<file path="config.mk">
export PLATFORM = sky130hd
export DESIGN_NAME = cf_pickoff
export DESIGN_NICKNAME = d
export VERILOG_FILES = /design/src/rtl/cfp_pkg.sv /design/src/rtl/cfp_peak_hold.sv /design/src/rtl/cfp_level_trim.sv /design/src/rtl/cfp_disc.sv /design/src/rtl/cfp_gate_stretch.sv /design/src/rtl/cf_pickoff.sv
export SDC_FILE = /design/constraint.sdc
export NUM_CORES = 1
export LEC_CHECK = 0
export BUFFER_PORTS_ARGS = -buffer_cell sky130_fd_sc_hd__buf_2
export CAP_MARGIN = 20
export CORE_AREA = 2 2 79 81
export CTS_CLUSTER_SIZE = 16
export DETAILED_ROUTE_END_ITERATION = 8
export DIE_AREA = 0 0 81 83
export REMOVE_ABC_BUFFERS = 1
export SLEW_MARGIN = 20
export SYNTH_ARGS = -nofsm -noshare
export SYNTH_HDL_FRONTEND = slang
export SYNTH_SLANG_ARGS = --single-unit
</file>
<file path="constraint.sdc">
create_clock -name clk -period 8.2 [get_ports clk]
set_clock_uncertainty 0.15 [all_clocks]
set_input_delay 0.41 -clock clk [delete_from_list [all_inputs] [get_ports clk]]
set_output_delay 0.41 -clock clk [all_outputs]
set_load 0.005 [all_outputs]
</file>
<file path="src/rtl/cfp_pkg.sv">
package cfp_pkg;

  typedef enum logic {
    DISC_IDLE  = 1'b0,
    DISC_ARMED = 1'b1
  } disc_state_e;

  // Peak plus signed trim, clamped into [0, top].
  function automatic int trimmed_level(input int pk, input int trim, input int top);
    int s;
    s = pk + trim;
    if (s < 0) s = 0;
    else if (s > top) s = top;
    return s;
  endfunction

  // Onset test: half the sample above a quarter of the level plus margin.
  function automatic logic onset_hit(input int x, input int lvl, input int margin);
    return (x >> 1) > ((lvl >> 2) + margin);
  endfunction

  // Trailing-edge test: sample strictly below half the level.
  function automatic logic fall_hit(input int x, input int lvl);
    return x < (lvl >> 1);
  endfunction

endpackage

</file>
<file path="src/rtl/cfp_peak_hold.sv">
module cfp_peak_hold #(
  parameter int DW = 12
) (
  input  logic          clk,
  input  logic          rst_n,
  input  logic          smp_valid,
  input  logic [DW-1:0] smp_data,
  input  logic          peak_clear,
  output logic [DW-1:0] peak_q,
  output logic [DW-1:0] peak_next
);

  logic pk_grow;

  assign pk_grow   = smp_valid && !peak_clear && (smp_data > peak_q);
  assign peak_next = peak_clear ? '0 : (pk_grow ? smp_data : peak_q);

  always_ff @(posedge clk or negedge rst_n) begin
    if (!rst_n)          peak_q <= '0;
    else if (peak_clear) peak_q <= '0;
    else if (pk_grow)    peak_q <= smp_data;
  end

  AST_PEAK_NEVER_DROPS: assert property (@(posedge clk) disable iff (!rst_n)
    !peak_clear |=> peak_q >= $past(peak_q));

  AST_CLEAR_EMPTIES: assert property (@(posedge clk) disable iff (!rst_n)
    peak_clear |=> peak_q == '0);

  AST_IDLE_HOLDS: assert property (@(posedge clk) disable iff (!rst_n)
    (!smp_valid && !peak_clear) |=> $stable(peak_q));

endmodule

</file>
<file path="src/rtl/cfp_level_trim.sv">
module cfp_level_trim #(
  parameter int DW = 12,
  parameter int TW = 8
) (
  input  logic [DW-1:0]        peak_in,
  input  logic signed [TW-1:0] trim_offset,
  output logic [DW-1:0]        level
);

  localparam int TOP = (1 << DW) - 1;

  assign level = DW'(cfp_pkg::trimmed_level(int'(peak_in), int'(trim_offset), TOP));

endmodule

</file>
<file path="src/rtl/cfp_disc.sv">
module cfp_disc #(
  parameter int DW         = 12,
  parameter int ARM_MARGIN = 4
) (
  input  logic          clk,
  input  logic          rst_n,
  input  logic          smp_valid,
  input  logic [DW-1:0] smp_data,
  input  logic [DW-1:0] level,
  input  logic          peak_clear,
  output logic          armed,
  output logic          fire,
  output logic          mark_q
);

  import cfp_pkg::*;

  disc_state_e st_q, st_d;
  logic        arm_ev;

  always_comb begin
    arm_ev = 1'b0;
    fire   = 1'b0;
    if (smp_valid && !peak_clear) begin
      if (st_q == DISC_IDLE) arm_ev = onset_hit(int'(smp_data), int'(level), ARM_MARGIN);
      else                   fire   = fall_hit(int'(smp_data), int'(level));
    end
  end

  always_comb begin
    st_d = st_q;
    if (peak_clear)  st_d = DISC_IDLE;
    else if (arm_ev) st_d = DISC_ARMED;
    else if (fire)   st_d = DISC_IDLE;
  end

  always_ff @(posedge clk or negedge rst_n) begin
    if (!rst_n) begin
      st_q   <= DISC_IDLE;
      mark_q <= 1'b0;
    end else begin
      st_q   <= st_d;
      mark_q <= fire;
    end
  end

  assign armed = (st_q == DISC_ARMED);

  AST_MARK_SINGLE: assert property (@(posedge clk) disable iff (!rst_n)
    mark_q |=> !mark_q);

  AST_MARK_NEEDS_ARM: assert property (@(posedge clk) disable iff (!rst_n)
    mark_q |-> (!armed && $past(armed)));

  AST_ARM_NEEDS_SAMPLE: assert property (@(posedge clk) disable iff (!rst_n)
    $rose(armed) |-> ($past(smp_valid) && !$past(peak_clear)));

  AST_CLEAR_DISARMS: assert property (@(posedge clk) disable iff (!rst_n)
    peak_clear |=> !armed);

endmodule

</file>
<file path="src/rtl/cfp_gate_stretch.sv">
module cfp_gate_stretch #(
  parameter int GATE_LEN = 3
) (
  input  logic clk,
  input  logic rst_n,
  input  logic fire,
  output logic gate
);

  generate
    if (GATE_LEN <= 1) begin : g_single
      logic gate_q;
      always_ff @(posedge clk or negedge rst_n) begin
        if (!rst_n) gate_q <= 1'b0;
        else        gate_q <= fire;
      end
      assign gate = gate_q;
    end else begin : g_count
      localparam int GW = $clog2(GATE_LEN + 1);
      logic [GW-1:0] cnt_q;
      always_ff @(posedge clk or negedge rst_n) begin
        if (!rst_n)            cnt_q <= '0;
        else if (fire)         cnt_q <= GW'(GATE_LEN);
        else if (cnt_q != '0)  cnt_q <= cnt_q - GW'(1);
      end
      assign gate = (cnt_q != '0);

      AST_GATE_RELOAD: assert property (@(posedge clk) disable iff (!rst_n)
        fire |=> cnt_q == GW'(GATE_LEN));

      AST_GATE_DECAY: assert property (@(posedge clk) disable iff (!rst_n)
        (!fire && cnt_q != '0) |=> cnt_q == $past(cnt_q) - GW'(1));
    end
  endgenerate

endmodule

</file>
<file path="src/rtl/cf_pickoff.sv">
module cf_pickoff #(
  parameter int DW         = 12,
  parameter int TW         = 8,
  parameter int ARM_MARGIN = 4,
  parameter int GATE_LEN   = 3
) (
  input  logic                 clk,
  input  logic                 rst_n,
  input  logic                 smp_valid,
  input  logic [DW-1:0]        smp_data,
  input  logic signed [TW-1:0] trim_offset,
  input  logic                 peak_clear,
  output logic [DW-1:0]        held_peak,
  output logic                 cf_armed,
  output logic                 cf_mark,
  output logic                 gate_pulse
);

  logic [DW-1:0] peak_next;
  logic [DW-1:0] eff_level;
  logic          disc_fire;

  cfp_peak_hold #(.DW(DW)) u_peak (
    .clk       (clk),
    .rst_n     (rst_n),
    .smp_valid (smp_valid),
    .smp_data  (smp_data),
    .peak_clear(peak_clear),
    .peak_q    (held_peak),
    .peak_next (peak_next)
  );

  cfp_level_trim #(.DW(DW), .TW(TW)) u_trim (
    .peak_in    (peak_next),
    .trim_offset(trim_offset),
    .level      (eff_level)
  );

  cfp_disc #(.DW(DW), .ARM_MARGIN(ARM_MARGIN)) u_disc (
    .clk       (clk),
    .rst_n     (rst_n),
    .smp_valid (smp_valid),
    .smp_data  (smp_data),
    .level     (eff_level),
    .peak_clear(peak_clear),
    .armed     (cf_armed),
    .fire      (disc_fire),
    .mark_q    (cf_mark)
  );

  cfp_gate_stretch #(.GATE_LEN(GATE_LEN)) u_gate (
    .clk  (clk),
    .rst_n(rst_n),
    .fire (disc_fire),
    .gate (gate_pulse)
  );

  AST_GATE_COVERS_MARK: assert property (@(posedge clk) disable iff (!rst_n)
    cf_mark |-> gate_pulse);

  AST_MARK_PEAK_STEADY: assert property (@(posedge clk) disable iff (!rst_n)
    cf_mark |-> $stable(held_peak));

endmodule

</file>
Yosys cells after proc, flatten, opt, wreduce, memory -nomap -nowiden --
Index checks and enable logic that the tools add are counted. W data, S select, Z words.
Word-level totals: register bits after elaboration 16, bits in latches 0, memory bits (writable) 0, ROM bits 0, input port bits 24, output and inout bits 15, logic and storage cells 31, memories kept 0
Operators by class: add/sub/neg operators 3, multiply operators 0, div/mod/pow operators 0, order comparisons 5, eq/ne operators 0, shift-type cells 0, mux-type cells 13, bitwise gates (word level) 0, reduce and logical (&&, ||, !) cells 6
Operator list (number):
- $mux W12 | 4
- $gt A12 B32 Y1 | 1
- $add A13 B8 Y14 | 1
- $gt A14 B13 Y1 const B | 1
- $lt A14 B1 Y1 const B | 1
- $gt A12 B12 Y1 | 1
- $lt A12 B11 Y1 | 1
- $add A10 B3 Y11 const B | 1
- $mux W1 | 7
- $mux W2 | 2
- $reduce_bool A2 Y1 | 2
- $reduce_bool A3 Y1 | 1
- $logic_and A1 B1 Y1 | 2
- $sub A2 B1 Y2 const B | 1
- $logic_not A1 Y1 | 1

Logic depth before layout (Yosys ltp) --
Gate-level depths: netlist of run 1.
word-level depth 15, mapped depth 34, depth with buffers taken out 33

Cells and area by module --
A second synthesis of run 1 with hierarchy kept.
Second synthesis, totals: cells, all modules 280, area, all modules 2413.6 sq um
Modules (own cells, without submodules):
- cfp_peak_hold | instances 1, cells an instance 81, area an instance 840.8 sq um, seq. area each 300.3 sq um
- cfp_level_trim | instances 1, cells an instance 103, area an instance 773.2 sq um, seq. area each 0.0 sq um
- cfp_disc | instances 1, cells an instance 85, area an instance 689.4 sq um, seq. area each 50.0 sq um
- cfp_gate_stretch | instances 1, cells an instance 11, area an instance 110.1 sq um, seq. area each 50.0 sq um

Worst setup path after synthesis of run 1 --
No wires, ideal clock.
path kind in2reg, start input port smp_data[1], end register u_disc.st_q, in the netlist u_disc.armed, setup time 0.148 ns, arrival time 5.922 ns, required time 7.902 ns, slack 1.980 ns, cell stages on the path 32, buffers on the path 1, cells stage by stage ha_1 -> nor2b_1 -> o21a_1 -> o21ai_0 -> a211oi_1 -> or3_1 -> o221ai_1 -> buf_4 -> mux2i_1 -> nor2_1 -> ha_1 -> inv_1 -> fa_1 -> nor2b_1 -> o21ai_1 -> a21o_1 -> a311o_1 -> and3_1 -> a22o_4 -> o21ai_0 -> inv_1 -> ha_1 -> nand2_1 -> mux2_2 -> nor2_1 -> o21ai_1 -> ha_1 -> and3_1 -> a221oi_1 -> o211ai_1 -> a21oi_1 -> a2111oi_2
On the way: cells in the longest elaborated chain, start to end 14, elaborated cells between the ends (all ways) 19, classes of those cells add/sub: 2; order compare: 5; mux: 10; reduce/logical: 2
Ends and longest elaborated chain:
- from (decl) | RTL line cf_pickoff.sv:10 | input logic [DW-1:0] smp_data,
- $gt A12 B12 Y1 (*) | RTL line cfp_peak_hold.sv:15 | assign pk_grow = smp_valid && !peak_clear && (smp_data > peak_q);
- $logic_and A1 B1 Y1 (*) | RTL line cfp_peak_hold.sv:15
- $mux W12 (*) (2 in series) | RTL line cfp_peak_hold.sv:16 | assign peak_next = peak_clear ? '0 : (pk_grow ? smp_data : peak_q);
- net peak_next[0] | RTL line cf_pickoff.sv:19 | logic [DW-1:0] peak_next;
- $add A13 B8 Y14 (*) | RTL line cfp_pkg.sv:11 | s = pk + trim;
- $gt A14 B13 Y1 | RTL line cfp_pkg.sv:13 | else if (s > top) s = top;
- $mux W12 | RTL line cfp_pkg.sv:13
- $mux W12 (*) | RTL line cfp_pkg.sv:12 | if (s < 0) s = 0;
- $add A10 B3 Y11 | RTL line cfp_pkg.sv:19 | return (x >> 1) > ((lvl >> 2) + margin);
- $gt A12 B32 Y1 | RTL line cfp_pkg.sv:19
- $mux W1 | RTL line cfp_disc.sv:25 | if (st_q == DISC_IDLE) arm_ev = onset_hit(int'(smp_data), int'(level), ARM_MARGIN);
- $mux W1 | RTL line cfp_disc.sv:24 | if (smp_valid && !peak_clear) begin
- $mux W1 | RTL line cfp_disc.sv:33 | else if (arm_ev) st_d = DISC_ARMED;
- $mux W1 | RTL line cfp_disc.sv:32 | if (peak_clear) st_d = DISC_IDLE;
- to (signal assigned) | RTL line cfp_disc.sv:42 | st_q <= st_d;
- to (decl) | RTL line cfp_disc.sv:18 | disc_state_e st_q, st_d;
The timed path passes the listed nets; every way through them passes the cells marked *. A chain may end at the register's enable or synchronous reset.

Worst setup path in the final report of run 1 --
start register u_peak.peak_q[1], end register u_disc.st_q, in the netlist u_disc.armed
On the way: cells in the longest elaborated chain, start to end 14, elaborated cells between the ends (all ways) 19, classes of those cells add/sub: 2; order compare: 5; mux: 10; reduce/logical: 2
Ends and longest elaborated chain:
- from (decl) | RTL line cfp_peak_hold.sv:9 | output logic [DW-1:0] peak_q,
- from (signal assigned) | RTL line cfp_peak_hold.sv:21 | else if (pk_grow) peak_q <= smp_data;
- $gt A12 B12 Y1 (*) | RTL line cfp_peak_hold.sv:15
- $logic_and A1 B1 Y1 (*) | RTL line cfp_peak_hold.sv:15
- $mux W12 (*) (2 in series) | RTL line cfp_peak_hold.sv:16
- net peak_next[0] | RTL line cf_pickoff.sv:19
- $add A13 B8 Y14 (*) | RTL line cfp_pkg.sv:11
- $gt A14 B13 Y1 | RTL line cfp_pkg.sv:13
- $mux W12 | RTL line cfp_pkg.sv:13
- $mux W12 (*) | RTL line cfp_pkg.sv:12
- $add A10 B3 Y11 | RTL line cfp_pkg.sv:19
- $gt A12 B32 Y1 | RTL line cfp_pkg.sv:19
- $mux W1 | RTL line cfp_disc.sv:25
- $mux W1 | RTL line cfp_disc.sv:24
- $mux W1 | RTL line cfp_disc.sv:33
- $mux W1 | RTL line cfp_disc.sv:32
Marks and branches as above.

==> results.rst, run 1 <==
.. list-table::
   :header-rows: 1

   * - Metric
     - Value
   * - Synth Register Bits
     - 16
   * - Cells after Synth
     - 309
   * - Arrival time worst endpoint
     - 6880 ps
   * - Maximum clock insertion buffer count
     - 2
   * - Number of gates resized after cts
     - 0
   * - Global routing met3 resource utilization
     - 1.196%
   * - DRC violation count after routing
     - 0
   * - Run status
     - finished, final reports clean
   * - Die X-Extent
     - 81 µm
   * - Clock-pin slew reported for the worst setup and hold paths after clock tree synthesis
     - 70 ps
   * - Growth of design area from synthesis to finish
     - 11.80%
   * - Leakage power of the design
     - 1.483 nW
   * - Share of final-layout standard cells stronger than drive strength 1
     - 17.97%
   * - Worst setup timing slack at the placement stage
     - 1242 ps
   * - HP Class
     - reg2reg
   * - Tightest Pin Transition
     - 635.0 ps
   * - CP most frequent cell
     - sky130_fd_sc_hd__ha_1
   * - Via count of the first global-routing pass
     - 2,213
   * - TritonCTS clock tree
     - built
   * - Most frequent cells in the layout
     - sky130_fd_sc_hd__ha_1 (47), sky130_fd_sc_hd__buf_2 (38), sky130_fd_sc_hd__inv_1 (31)
   * - Min-Delay Endpoint
     - u_gate.g_count.cnt_q[0]$_DFFE_PN0P_
   * - Overall die area
     - 0.006723 mm²
   * - Number of top-level pins
     - 39
   * - Final cycle utilization of the critical path
     - 84.25%
   * - Highest clock frequency the design can meet
     - 144.7 MHz
   * - Fin nets
     - 418
   * - Critical path peak fanout
     - 16
   * - Placed cells
     - 415
   * - GR met2 Demand/Resource
     - 34.26%
   * - Element type at the critical path end
     - flop
   * - Count of endpoints failing hold in the final timing report
     - 0
   * - Maximum ir drop on the vdd rail
     - 65.32 µV
   * - Min Hold Slack
     - 372.1 ps
   * - CP required
     - 8170 ps
   * - ANT nets after route
     - 0
   * - Depth of the worst register-to-register path
     - 33
   * - RSZ-0062 raised after global routing
     - no
   * - Floorplan row count
     - 28
   * - Max-slew violation count
     - 0
   * - Max-cap violations
     - 0
   * - Number of setup buffers added after CTS
     - 0
   * - Slowest cell on the critical path
     - sky130_fd_sc_hd__fa_1
   * - Number of cells on the worst hold path
     - 2
   * - Post-synth EDFFs
     - 0
   * - Area share of the leading cell type in the synthesized netlist
     - 22.63%
   * - Number of buffers inserted during clock tree synthesis
     - 3
   * - DIE HEIGHT
     - 83 µm
   * - R2R Path Start
     - u_peak.peak_q[1]$_DFF_PN0_
   * - Largest stage delay, worst path
     - 400 ps
   * - Count of input and output buffers
     - 38
   * - Clk sinks
     - 16
   * - Total global routing track utilization
     - 20.73%
   * - Pin count of the biggest net entering global routing
     - 18
   * - Setup TNS
     - 0 ps
   * - Half-perimeter wire length of the detailed placement result
     - 5686 µm
   * - Placed inst area
     - 0.002840 mm²
   * - Floorplan Core Area
     - 0.005816 mm²
   * - Initial antenna violation count
     - 0
   * - Number of distinct library cells after synthesis
     - 56
   * - Final instance area
     - 0.002905 mm²
   * - Most common cell after layout, fill and taps aside
     - sky130_fd_sc_hd__ha_1
   * - Number of DRC markers after the initial detailed-route iteration
     - 87
   * - Critical path type
     - reg2reg
   * - Met1 usage in global routing
     - 28.29%
   * - Mean instance size in the synthesized netlist
     - 8.410 µm²
   * - Via Count
     - 2,316
   * - Sequential area share after synthesis
     - 15.41%
   * - Prevailing post-synth register cell
     - sky130_fd_sc_hd__dfrtp_1
   * - Biggest area consumer among synthesized cells
     - sky130_fd_sc_hd__ha_1
   * - Startpoint type of the worst setup path
     - flop
   * - Diodes inserted
     - 0
   * - Via/cell ratio
     - 5.514
   * - Worst r2r dst
     - u_disc.armed$_DFFE_PN0P_
   * - Total number of H-tree levels
     - 1
   * - Routed wire per std cell
     - 16.14 µm
   * - Number of failing setup endpoints in the final timing report
     - 0
   * - Total of warnings raised by yosys
     - 0
   * - Post-route setup slack
     - 1291 ps
   * - Clock period minus final worst setup slack
     - 6909 ps
   * - Busiest layer in global routing
     - met2
   * - Total detailed-routing wirelength
     - 6779 µm
   * - First-pass GRT wire length
     - 11,000 µm
   * - Slew headroom
     - 57.46%
   * - TritonRoute pass-1 iters
     - 4
   * - Placer Congestion
     - 0.9172
   * - Netlist area before placement
     - 0.002599 mm²
   * - Ranking of synthesized cells by area
     - sky130_fd_sc_hd__ha_1 (23%), sky130_fd_sc_hd__dfrtp_1 (15%), sky130_fd_sc_hd__mux2i_1 (5.4%), sky130_fd_sc_hd__inv_1 (4.5%), sky130_fd_sc_hd__nor2_1 (4.2%)
   * - Worst hold path startpoint
     - u_gate.g_count.cnt_q[0]$_DFFE_PN0P_
   * - Overflow after GRT
     - 0
   * - Total power divided by cell area
     - 119.6 mW/mm²
   * - Post-synthesis async set-or-reset flop share
     - 100.0%
   * - Number of hold buffers added after cts
     - 1
   * - Root buffer selected by CTS
     - sky130_fd_sc_hd__clkbuf_8
   * - Clk Latency, worst-skew pair
     - 260 ps
   * - Initial standard-cell utilization of the core
     - 44.69%
   * - Non-filler cells, final
     - 420
   * - Register-to-register setup slack
     - 1290 ps
## worst max-delay path, delay by kind of cell (launching register included)
family | cells | cell delay [ps]
and+or+nand+nor | 7 | 1120
adders and majority gates | 5 | 1500
DFF | 1 | 370
AOI/OAI and AO/OA | 15 | 2740
buffers and inverters | 4 | 510
muxes | 2 | 360
## layer usage
metal / vias to the layer above / wire, µm
li1: 1197 / -
met1: 1069 / 3180
met2: 41 / 3268
met3: 9 / 190
met4: 0 / 140
met5: - / 0
## cell type report
class / count / area [µm²]
sequential: 16 / 400.4
inverter: 31 / 116.4
clock buffer: 4 / 55.05
multi-input combinational: 253 / 2024
fill: 614 / 2910
tap: 75 / 93.84
timing repair buffer: 41 / 215.2
## power by group
| group | total [mW] | internal, mW | switching (mW) | leakage (nW) |
|---|---|---|---|---|
| sequential | 0.0928 | 0.0879 | 0.00492 | 0.215 |
| clock | 0.0730 | 0.0427 | 0.0303 | 0.0288 |
| combinational | 0.182 | 0.0804 | 0.101 | 1.24 |
| total | 0.348 | 0.211 | 0.137 | 1.48 |
## kinds of logic after synthesis
group,after synthesis,share of synthesized area (%)
AO/OA/AOI/OAI,90,26.10
multiplexers,17,6.836
flip-flops,16,15.41
XOR/XNOR,16,5.682
buffers and inverters,40,6.692
adder cells (fa/ha/maj),48,23.40
AND/OR/NAND/NOR,82,15.89
## synth_stat cells, types with 2 or more instances
library cell and instances:
sky130_fd_sc_hd__a31oi_1 3, sky130_fd_sc_hd__nor2_1 29, sky130_fd_sc_hd__nor3_1 2, sky130_fd_sc_hd__a211oi_1 4, sky130_fd_sc_hd__nand3_1 6, sky130_fd_sc_hd__nor3b_1 5
sky130_fd_sc_hd__a211o_1 3, sky130_fd_sc_hd__a21oi_1 16, sky130_fd_sc_hd__o21ai_0 15, sky130_fd_sc_hd__o21ai_2 2, sky130_fd_sc_hd__and3_1 4, sky130_fd_sc_hd__mux2i_1 14
sky130_fd_sc_hd__clkbuf_1 4, sky130_fd_sc_hd__mux2_2 2, sky130_fd_sc_hd__a21o_1 11, sky130_fd_sc_hd__o21a_1 4, sky130_fd_sc_hd__nand2_1 13, sky130_fd_sc_hd__nor2b_1 4
sky130_fd_sc_hd__buf_4 2, sky130_fd_sc_hd__dfrtp_1 16, sky130_fd_sc_hd__buf_6 2, sky130_fd_sc_hd__or3_1 2, sky130_fd_sc_hd__o21bai_1 3, sky130_fd_sc_hd__nand4_1 8
sky130_fd_sc_hd__xor2_1 6, sky130_fd_sc_hd__o21ai_1 5, sky130_fd_sc_hd__o21ba_2 2, sky130_fd_sc_hd__and2_1 3, sky130_fd_sc_hd__xnor2_1 9, sky130_fd_sc_hd__nand4b_1 2
sky130_fd_sc_hd__or2_2 2, sky130_fd_sc_hd__o211ai_1 4, sky130_fd_sc_hd__ha_1 47, sky130_fd_sc_hd__inv_1 31, sky130_fd_sc_hd__o31ai_1 3
## through the flow
| stage | utilization, % | power [mW] |
|---|---|---|
| floorplan | - | 0.2230 |
| global placement | 48.84 | 0.2696 |
| detailed placement | 48.84 | 0.2745 |
| CTS | 49.96 | 0.3505 |
| global route | 49.96 | 0.3775 |
| finish | 49.96 | 0.3475 |
## worst max path at each step
| stage | from | endpoint | slack (ps) | depth (start not counted) |
|---|---|---|---|---|
| 4_1_cts | u_peak.peak_q[1]$_DFF_PN0_ | u_disc.armed$_DFFE_PN0P_ | 1330 | 33 |
| 2_1_floorplan | smp_data[1] | u_disc.armed$_DFFE_PN0P_ | 1370 | 31 |
| 6_report | u_peak.peak_q[1]$_DFF_PN0_ | u_disc.armed$_DFFE_PN0P_ | 1290 | 33 |
| 5_1_grt | u_peak.peak_q[1]$_DFF_PN0_ | u_disc.armed$_DFFE_PN0P_ | 800 | 33 |
| 3_3_place_gp | smp_data[1] | u_disc.armed$_DFFE_PN0P_ | 1450 | 33 |
| 3_5_place_dp | smp_data[1] | u_disc.armed$_DFFE_PN0P_ | 1240 | 33 |
## sequential cells by signal, summed over array words and instances (netlist names)
name	count
u_gate.g_count.cnt_q	2
u_disc.armed	1
u_peak.peak_q	12
u_disc.mark_q	1
Power figures use the tool's default switching activity.
==> run 2, diff against run 1 <==
PLACE_DENSITY = 0.67   (was unset)
clock period = 6.1 ns   (was 8.2 ns; I/O delays follow)
==> results.rst, run 2 (synthesized netlist as in run 1, its figures left out) <==
.. list-table::
   :header-rows: 1

   * - Metric
     - Value
   * - First-pass GRT wire length
     - 12,230 µm
   * - Root buffer selected by CTS
     - sky130_fd_sc_hd__clkbuf_8
   * - Slowest cell on the critical path
     - sky130_fd_sc_hd__dfrtp_1
   * - Overall Power
     - 0.5371 mW
   * - Final instance area
     - 0.003482 mm²
   * - Leakage power of the design
     - 1.723 nW
   * - Critical Path Source
     - u_peak.peak_q[1]$_DFF_PN0_
   * - Initial standard-cell utilization of the core
     - 44.69%
   * - Run status
     - finished, final reports clean
   * - Max reg flops
     - 12
   * - Arrival time worst endpoint
     - 6070 ps
   * - Depth of the worst register-to-register path
     - 31
   * - Min Hold Slack
     - 250.4 ps
   * - Register containing the most flip-flops in the final layout
     - u_peak.peak_q
   * - Most common cell after layout, fill and taps aside
     - sky130_fd_sc_hd__ha_1
   * - Growth of design area from synthesis to finish
     - 33.99%
   * - Fin nets
     - 460
   * - TritonCTS clock tree
     - built
   * - Die X-Extent
     - 81 µm
   * - Critical path type
     - reg2reg
   * - RSZ-0062 raised after global routing
     - yes
   * - Pin count of the biggest net entering global routing
     - 18
   * - Number of failing setup endpoints in the final timing report
     - 0
   * - Slew headroom
     - 67.81%
   * - Initial antenna violation count
     - 0
   * - Number of top-level pins
     - 39
   * - Most frequent cells in the layout
     - sky130_fd_sc_hd__ha_1 (42), sky130_fd_sc_hd__buf_4 (40), sky130_fd_sc_hd__buf_2 (38)
   * - Largest stage delay, worst path
     - 400 ps
   * - Total area of sequential cells
     - 400.4 µm²
   * - Floorplan Core Area
     - 0.005816 mm²
   * - Startpoint type of the worst setup path
     - flop
   * - Critical path peak fanout
     - 5
   * - Register-to-register setup slack
     - 10 ps
   * - Tightest Pin Transition
     - 476.6 ps
   * - Share of final-layout standard cells stronger than drive strength 1
     - 35.66%
   * - Total power divided by cell area
     - 154.3 mW/mm²
   * - Total global routing track utilization
     - 22.93%
   * - End point of the critical path
     - u_disc.armed$_DFFE_PN0P_
   * - Clock period minus final worst setup slack
     - 6090 ps
   * - Final-layout fill cell count
     - 520
   * - Number of buffers inserted during clock tree synthesis
     - 3
   * - Clk Latency, worst-skew pair
     - 260 ps
   * - Maximum clock insertion buffer count
     - 2
   * - Count of input and output buffers
     - 38
   * - Highest clock frequency the design can meet
     - 164.2 MHz
   * - Floorplan row count
     - 28
   * - Total number of H-tree levels
     - 1
   * - Via Count
     - 2,557
   * - Via count of the first global-routing pass
     - 2,564
   * - Routed wire per std cell
     - 16.45 µm
   * - Worst r2r dst
     - u_disc.armed$_DFFE_PN0P_
   * - Footprint of the multi-input gates
     - 0.002271 mm²
   * - Element type at the critical path end
     - flop
   * - Max-cap violations
     - 0
   * - Final cycle utilization of the critical path
     - 99.84%
   * - Via/cell ratio
     - 5.535
   * - Number of DRC markers after the initial detailed-route iteration
     - 86
   * - TritonRoute pass-1 iters
     - 4
   * - Max-slew violation count
     - 0
   * - Clk sinks
     - 16
   * - DRC violation count after routing
     - 0
   * - Total detailed-routing wirelength
     - 7600 µm
   * - CP required
     - 6080 ps
   * - DIE HEIGHT
     - 83 µm
   * - Placed inst area
     - 0.003095 mm²
   * - HP Class
     - in2reg
   * - Count of endpoints failing hold in the final timing report
     - 0
   * - Largest registers ranked by flip-flop count
     - u_peak.peak_q (12), u_gate.g_count.cnt_q (2)
   * - Placer Congestion
     - 0.8537
   * - Maximum ir drop on the vdd rail
     - 108.1 µV
   * - ANT nets after route
     - 0
   * - Clock-pin slew reported for the worst setup and hold paths after clock tree synthesis
     - 70 ps
   * - Overall die area
     - 0.006723 mm²
   * - Diodes inserted
     - 0
   * - R2R Path Start
     - u_peak.peak_q[1]$_DFF_PN0_
   * - Half-perimeter wire length of the detailed placement result
     - 6097 µm
   * - Overflow after GRT
     - 0
run 2: cell count changes in the layout (fill, tap and decap cells not counted), moves of 4 or more:
cell and change:
sky130_fd_sc_hd__a21oi_1 -5, sky130_fd_sc_hd__a21oi_2 +5, sky130_fd_sc_hd__buf_4 +38, sky130_fd_sc_hd__buf_6 +4
sky130_fd_sc_hd__ha_1 -5, sky130_fd_sc_hd__ha_4 +5, sky130_fd_sc_hd__o21ai_0 -4
run 2: layout make-up:
cell class                 instances  share of cell area (%)
inverter                          31                   3.342
clock buffer                       4                   1.581
multi-input combinational        253                   65.22
tap                               75                   2.695
timing repair buffer              83                   15.67
sequential                        16                   11.50
run 2: report_power, final:
group          switching, mW  total [mW]  internal (mW)
combinational          0.162       0.310          0.148
sequential           0.00713       0.125          0.118
clock                 0.0443       0.102         0.0575
total                  0.213       0.537          0.324
run 2: routing by layer:
layer  vias up  global-route usage (%)  share of wire, %
li1       1281                       -                 -
met1      1207                   29.02                45
met2        52                   39.74                50
met3        17                   2.826               2.9
met4         0                   7.088               2.2
met5         -                       0                 0
run 2: how the worst min path moves through the flow:
| stage | startpoint | end | slack, ps | depth (start not counted) |
|---|---|---|---|---|
| 6_report | smp_data[0] | u_peak.peak_q[0]$_DFF_PN0_ | 250 | 3 |
| 5_1_grt | smp_data[0] | u_peak.peak_q[0]$_DFF_PN0_ | 270 | 3 |
| 4_1_cts | smp_data[0] | u_peak.peak_q[0]$_DFF_PN0_ | 250 | 3 |
| 3_5_place_dp | rst_n | u_disc.mark_q$_DFF_PN0_ | 110 | 1 |
| 3_3_place_gp | rst_n | u_disc.mark_q$_DFF_PN0_ | 100 | 1 |
| 2_1_floorplan | rst_n | u_disc.armed$_DFFE_PN0P_ | -140 | 0 |
run 2: through the flow:
stage	setup WS, ps	utilization (%)	setup TNS, ps	cells
floorplan	-709.2	-	-1291	300
global placement	-70.87	53.23	-70.87	449
detailed placement	-334.6	53.23	-478.1	449
CTS	1.828	56.30	0	458
global route	-256.8	59.88	-256.8	462
finish	10.02	59.88	0	462
run 2: what timing repair did:
| action | in CTS | in global routing |
|---|---|---|
| setup buffers | 4 | 4 |
| hold buffers | 1 | 0 |
| endpoints found under the setup margin | 4 | 4 |
| gates resized for setup | 21 | 33 |
| hold endpoints to repair | 16 | 0 |
| pin swaps | 14 | 32 |
run 2: critical path: cells and delay by family (launching register included):
family	cells	cell delay, ps
AO/OA/AOI/OAI	13	2280
adder cells (fa/ha/maj)	4	990
AND/OR/NAND/NOR	7	980
multiplexers	2	500
buffers and inverters	4	410
flip-flops	1	400
XOR/XNOR	1	240
==> run 3, diff against run 2 <==
ABC_AREA = 1   (was unset)
CORE_AREA = 2 2 75 77   (was 2 2 79 81)
DIE_AREA = 0 0 77 79   (was 0 0 81 83)
==> results.rst, run 3 <==
.. list-table::
   :header-rows: 1

   * - Metric
     - Value
   * - Ranking of synthesized cells by area
     - sky130_fd_sc_hd__ha_1 (26%), sky130_fd_sc_hd__dfrtp_1 (18%), sky130_fd_sc_hd__nand2_1 (11%), sky130_fd_sc_hd__inv_1 (9.2%), sky130_fd_sc_hd__a21oi_1 (7.2%)
   * - Most common cell after layout, fill and taps aside
     - sky130_fd_sc_hd__nand2_1
   * - Slowest cell on the critical path
     - sky130_fd_sc_hd__or4_1
   * - Biggest area consumer among synthesized cells
     - sky130_fd_sc_hd__ha_1
   * - Fraction of synthesized cell area in xor and xnor cells
     - 5.747%
   * - Largest delay contributor family on the critical path
     - simple AND/OR/NAND/NOR gates
   * - Maximum clock insertion buffer count
     - 2
   * - Root buffer selected by CTS
     - sky130_fd_sc_hd__clkbuf_8
   * - Number of setup buffers added after CTS
     - 0
   * - Floorplan row count
     - 27
   * - CP most frequent cell
     - sky130_fd_sc_hd__inv_1
   * - Max-cap violations
     - 0
   * - Prevailing post-synth register cell
     - sky130_fd_sc_hd__dfrtp_1
   * - Growth of design area from synthesis to finish
     - 14.56%
   * - Total detailed-routing wirelength
     - 5517 µm
   * - Routed wire per std cell
     - 12.57 µm
   * - Largest stage delay, worst path
     - 520 ps
   * - Fin nets
     - 440
   * - TritonCTS clock tree
     - built
   * - Adder and majority cell fraction of the synthesized area
     - 26.60%
   * - Complex-gate fraction of the synthesized area
     - 16.75%
   * - Count of endpoints failing hold in the final timing report
     - 0
   * - Post-synthesis async set-or-reset flop share
     - 100.0%
   * - Max reg flops
     - 12
   * - Highest clock frequency the design can meet
     - 183.3 MHz
   * - Half-perimeter wire length of the detailed placement result
     - 4761 µm
   * - Arrival time worst endpoint
     - 5460 ps
   * - Overflow after GRT
     - 0
   * - Number of top-level pins
     - 39
   * - Floorplan Core Area
     - 0.005338 mm²
   * - Total global routing track utilization
     - 18.83%
   * - Tightest Pin Transition
     - 381.9 ps
   * - Cells after Synth
     - 327
   * - Clk sinks
     - 16
   * - Post-synthesis simple-gate area fraction
     - 23.04%
   * - Total number of H-tree levels
     - 1
   * - Startpoint type of the worst setup path
     - flop
   * - RSZ-0062 raised after global routing
     - no
   * - First-pass GRT wire length
     - 9170 µm
   * - Number of DRC markers after the initial detailed-route iteration
     - 80
   * - Most frequently used cell type in the post-synthesis netlist
     - sky130_fd_sc_hd__nand2_1
   * - Setup TNS
     - 0 ps
   * - Count of input and output buffers
     - 38
   * - Share of final-layout standard cells stronger than drive strength 1
     - 16.08%
   * - Crit path buffers/inverters
     - 5
   * - Element type at the critical path end
     - flop
   * - Synth Register Bits
     - 16
   * - CP required
     - 6100 ps
   * - Via/cell ratio
     - 4.843
   * - Die X-Extent
     - 77 µm
   * - Leakage power of the design
     - 1.473 nW
   * - TritonRoute pass-1 iters
     - 4
   * - Number of buffers inserted during clock tree synthesis
     - 3
   * - Most frequent cells in the layout
     - sky130_fd_sc_hd__nand2_1 (63), sky130_fd_sc_hd__inv_1 (56), sky130_fd_sc_hd__ha_1 (47)
   * - Clk Latency, worst-skew pair
     - 260 ps
   * - Area share of the leading cell type in the synthesized netlist
     - 25.73%
   * - Top cell types by occurrence after synthesis
     - sky130_fd_sc_hd__nand2_1 (64), sky130_fd_sc_hd__inv_1 (56), sky130_fd_sc_hd__ha_1 (47)
   * - Post-route setup slack
     - 645.5 ps
   * - Slew headroom
     - 74.34%
   * - Mean instance size in the synthesized netlist
     - 6.991 µm²
   * - Number of distinct library cells after synthesis
     - 34
   * - Initial standard-cell utilization of the core
     - 42.83%
   * - ANT nets after route
     - 0
   * - Pin count of the biggest net entering global routing
     - 22
   * - DIE HEIGHT
     - 79 µm
   * - Initial antenna violation count
     - 0
   * - Final cycle utilization of the critical path
     - 89.42%
   * - Clock-pin slew reported for the worst setup and hold paths after clock tree synthesis
     - 70 ps
   * - Worst setup timing slack at the placement stage
     - 549.1 ps
   * - Placer Congestion
     - 0.8795
   * - Sequential area share after synthesis
     - 17.52%
   * - Clock period minus final worst setup slack
     - 5454 ps
   * - Maximum ir drop on the vdd rail
     - 93.04 µV
   * - Netlist area before placement
     - 0.002286 mm²
   * - Register containing the most flip-flops in the final layout
     - u_peak.peak_q
   * - Total of warnings raised by yosys
     - 0
   * - Post-synth EDFFs
     - 0
   * - Register-to-register setup slack
     - 650 ps
   * - Critical path type
     - reg2reg
   * - Max-slew violation count
     - 0
   * - DRC violation count after routing
     - 0
   * - Final-layout fill cell count
     - 583
   * - Run status
     - finished, final reports clean
   * - Total power divided by cell area
     - 194.2 mW/mm²
   * - Critical path peak fanout
     - 21
   * - Via Count
     - 2,126
   * - Diodes inserted
     - 0
   * - HP Class
     - in2reg
   * - Overall die area
     - 0.006083 mm²
   * - Dominant combinational cell family by area after synthesis
     - adder cells
   * - Mux share of post-synthesis cell area
     - 0%
   * - Largest registers ranked by flip-flop count
     - u_peak.peak_q (12), u_gate.g_count.cnt_q (2)
   * - Via count of the first global-routing pass
     - 2,063
   * - Number of failing setup endpoints in the final timing report
     - 0
## run 3: changes by cell type in the layout (fill, tap and decap cells not counted), sizes merged, moves of 5 or more
cell	previous run	this run
mux2i	14	0
buf	82	38
nand2	13	72
nor2	29	20
o211ai	5	0
a211oi	6	0
inv	31	58
a21o	11	3
nand3	6	12
a21oi	16	34
nor3b	5	0
## run 3: routing by layer
metal	up-vias	wire length [µm]	track usage (%)
met5	-	0	0
met4	0	87	6.071
met3	6	120	1.477
met2	31	2596	32.81
met1	932	2712	24.84
li1	1157	-	-
## run 3: stage by stage
| stage | power (mW) | cells | hold WS (ps) | cell area, µm² | utilization, % |
|---|---|---|---|---|---|
| after floorplan | 0.3321 | 324 | -140.6 | 2271 | - |
| after CTS | 0.5124 | 439 | 202.8 | 2616 | 49.02 |
| final | 0.5087 | 439 | 207.4 | 2619 | 49.06 |
| after global routing | 0.5582 | 439 | 215.2 | 2619 | 49.06 |
| after detailed placement | 0.4096 | 434 | 104.3 | 2551 | 47.80 |
| after global placement | 0.4030 | 434 | 98.00 | 2551 | 47.80 |
## run 3: path summary, 6_finish.rpt
check,cells after the start,start,endpoint
min reg2reg,2,u_gate.g_count.cnt_q[1]$_DFFE_PN0P_,u_gate.g_count.cnt_q[1]$_DFFE_PN0P_
max,31,u_peak.peak_q[7]$_DFF_PN0_,u_disc.armed$_DFFE_PN0P_
max in group asynchronous,2,rst_n,u_peak.peak_q[8]$_DFF_PN0_
max reg2reg,31,u_peak.peak_q[7]$_DFF_PN0_,u_disc.armed$_DFFE_PN0P_
min in group asynchronous,2,rst_n,u_disc.armed$_DFFE_PN0P_
min,3,smp_data[0],u_peak.peak_q[0]$_DFF_PN0_
## run 3: cells by family (layout without fill, tap and decap cells)
group | count (synthesis) | after routing
adders and majority gates | 48 | 48
and+or+nand+nor | 117 | 117
AOI/OAI and AO/OA | 69 | 69
xor gates and xnor gates | 15 | 15
buffers and inverters | 62 | 102
DFF | 16 | 16
## run 3: cell type report
class,instances,area (µm²),share of cell area (%)
Tap cell,72,90.09,3.440
Clock buffer,4,55.05,2.102
Sequential cell,16,400.4,15.29
Inverter,59,221.5,8.457
Timing Repair Buffer,39,200.2,7.645
Multi-Input combinational cell,249,1652,63.07
## run 3: worst min-delay path: stages
cell and delay, ps:
sky130_fd_sc_hd__buf_2 110, sky130_fd_sc_hd__inv_1 70, sky130_fd_sc_hd__a21oi_1 80
## run 3: repair_timing
item	in CTS	in global routing
resized for setup	0	1
endpoints found under the hold margin	16	0
setup endpoints to repair	0	1
hold buffers	1	0
## run 3: power by group
part           switching (mW)  internal, mW  leakage, nW
combinational           0.172         0.110         1.23
sequential            0.00705         0.120        0.211
clock                  0.0422        0.0574       0.0288
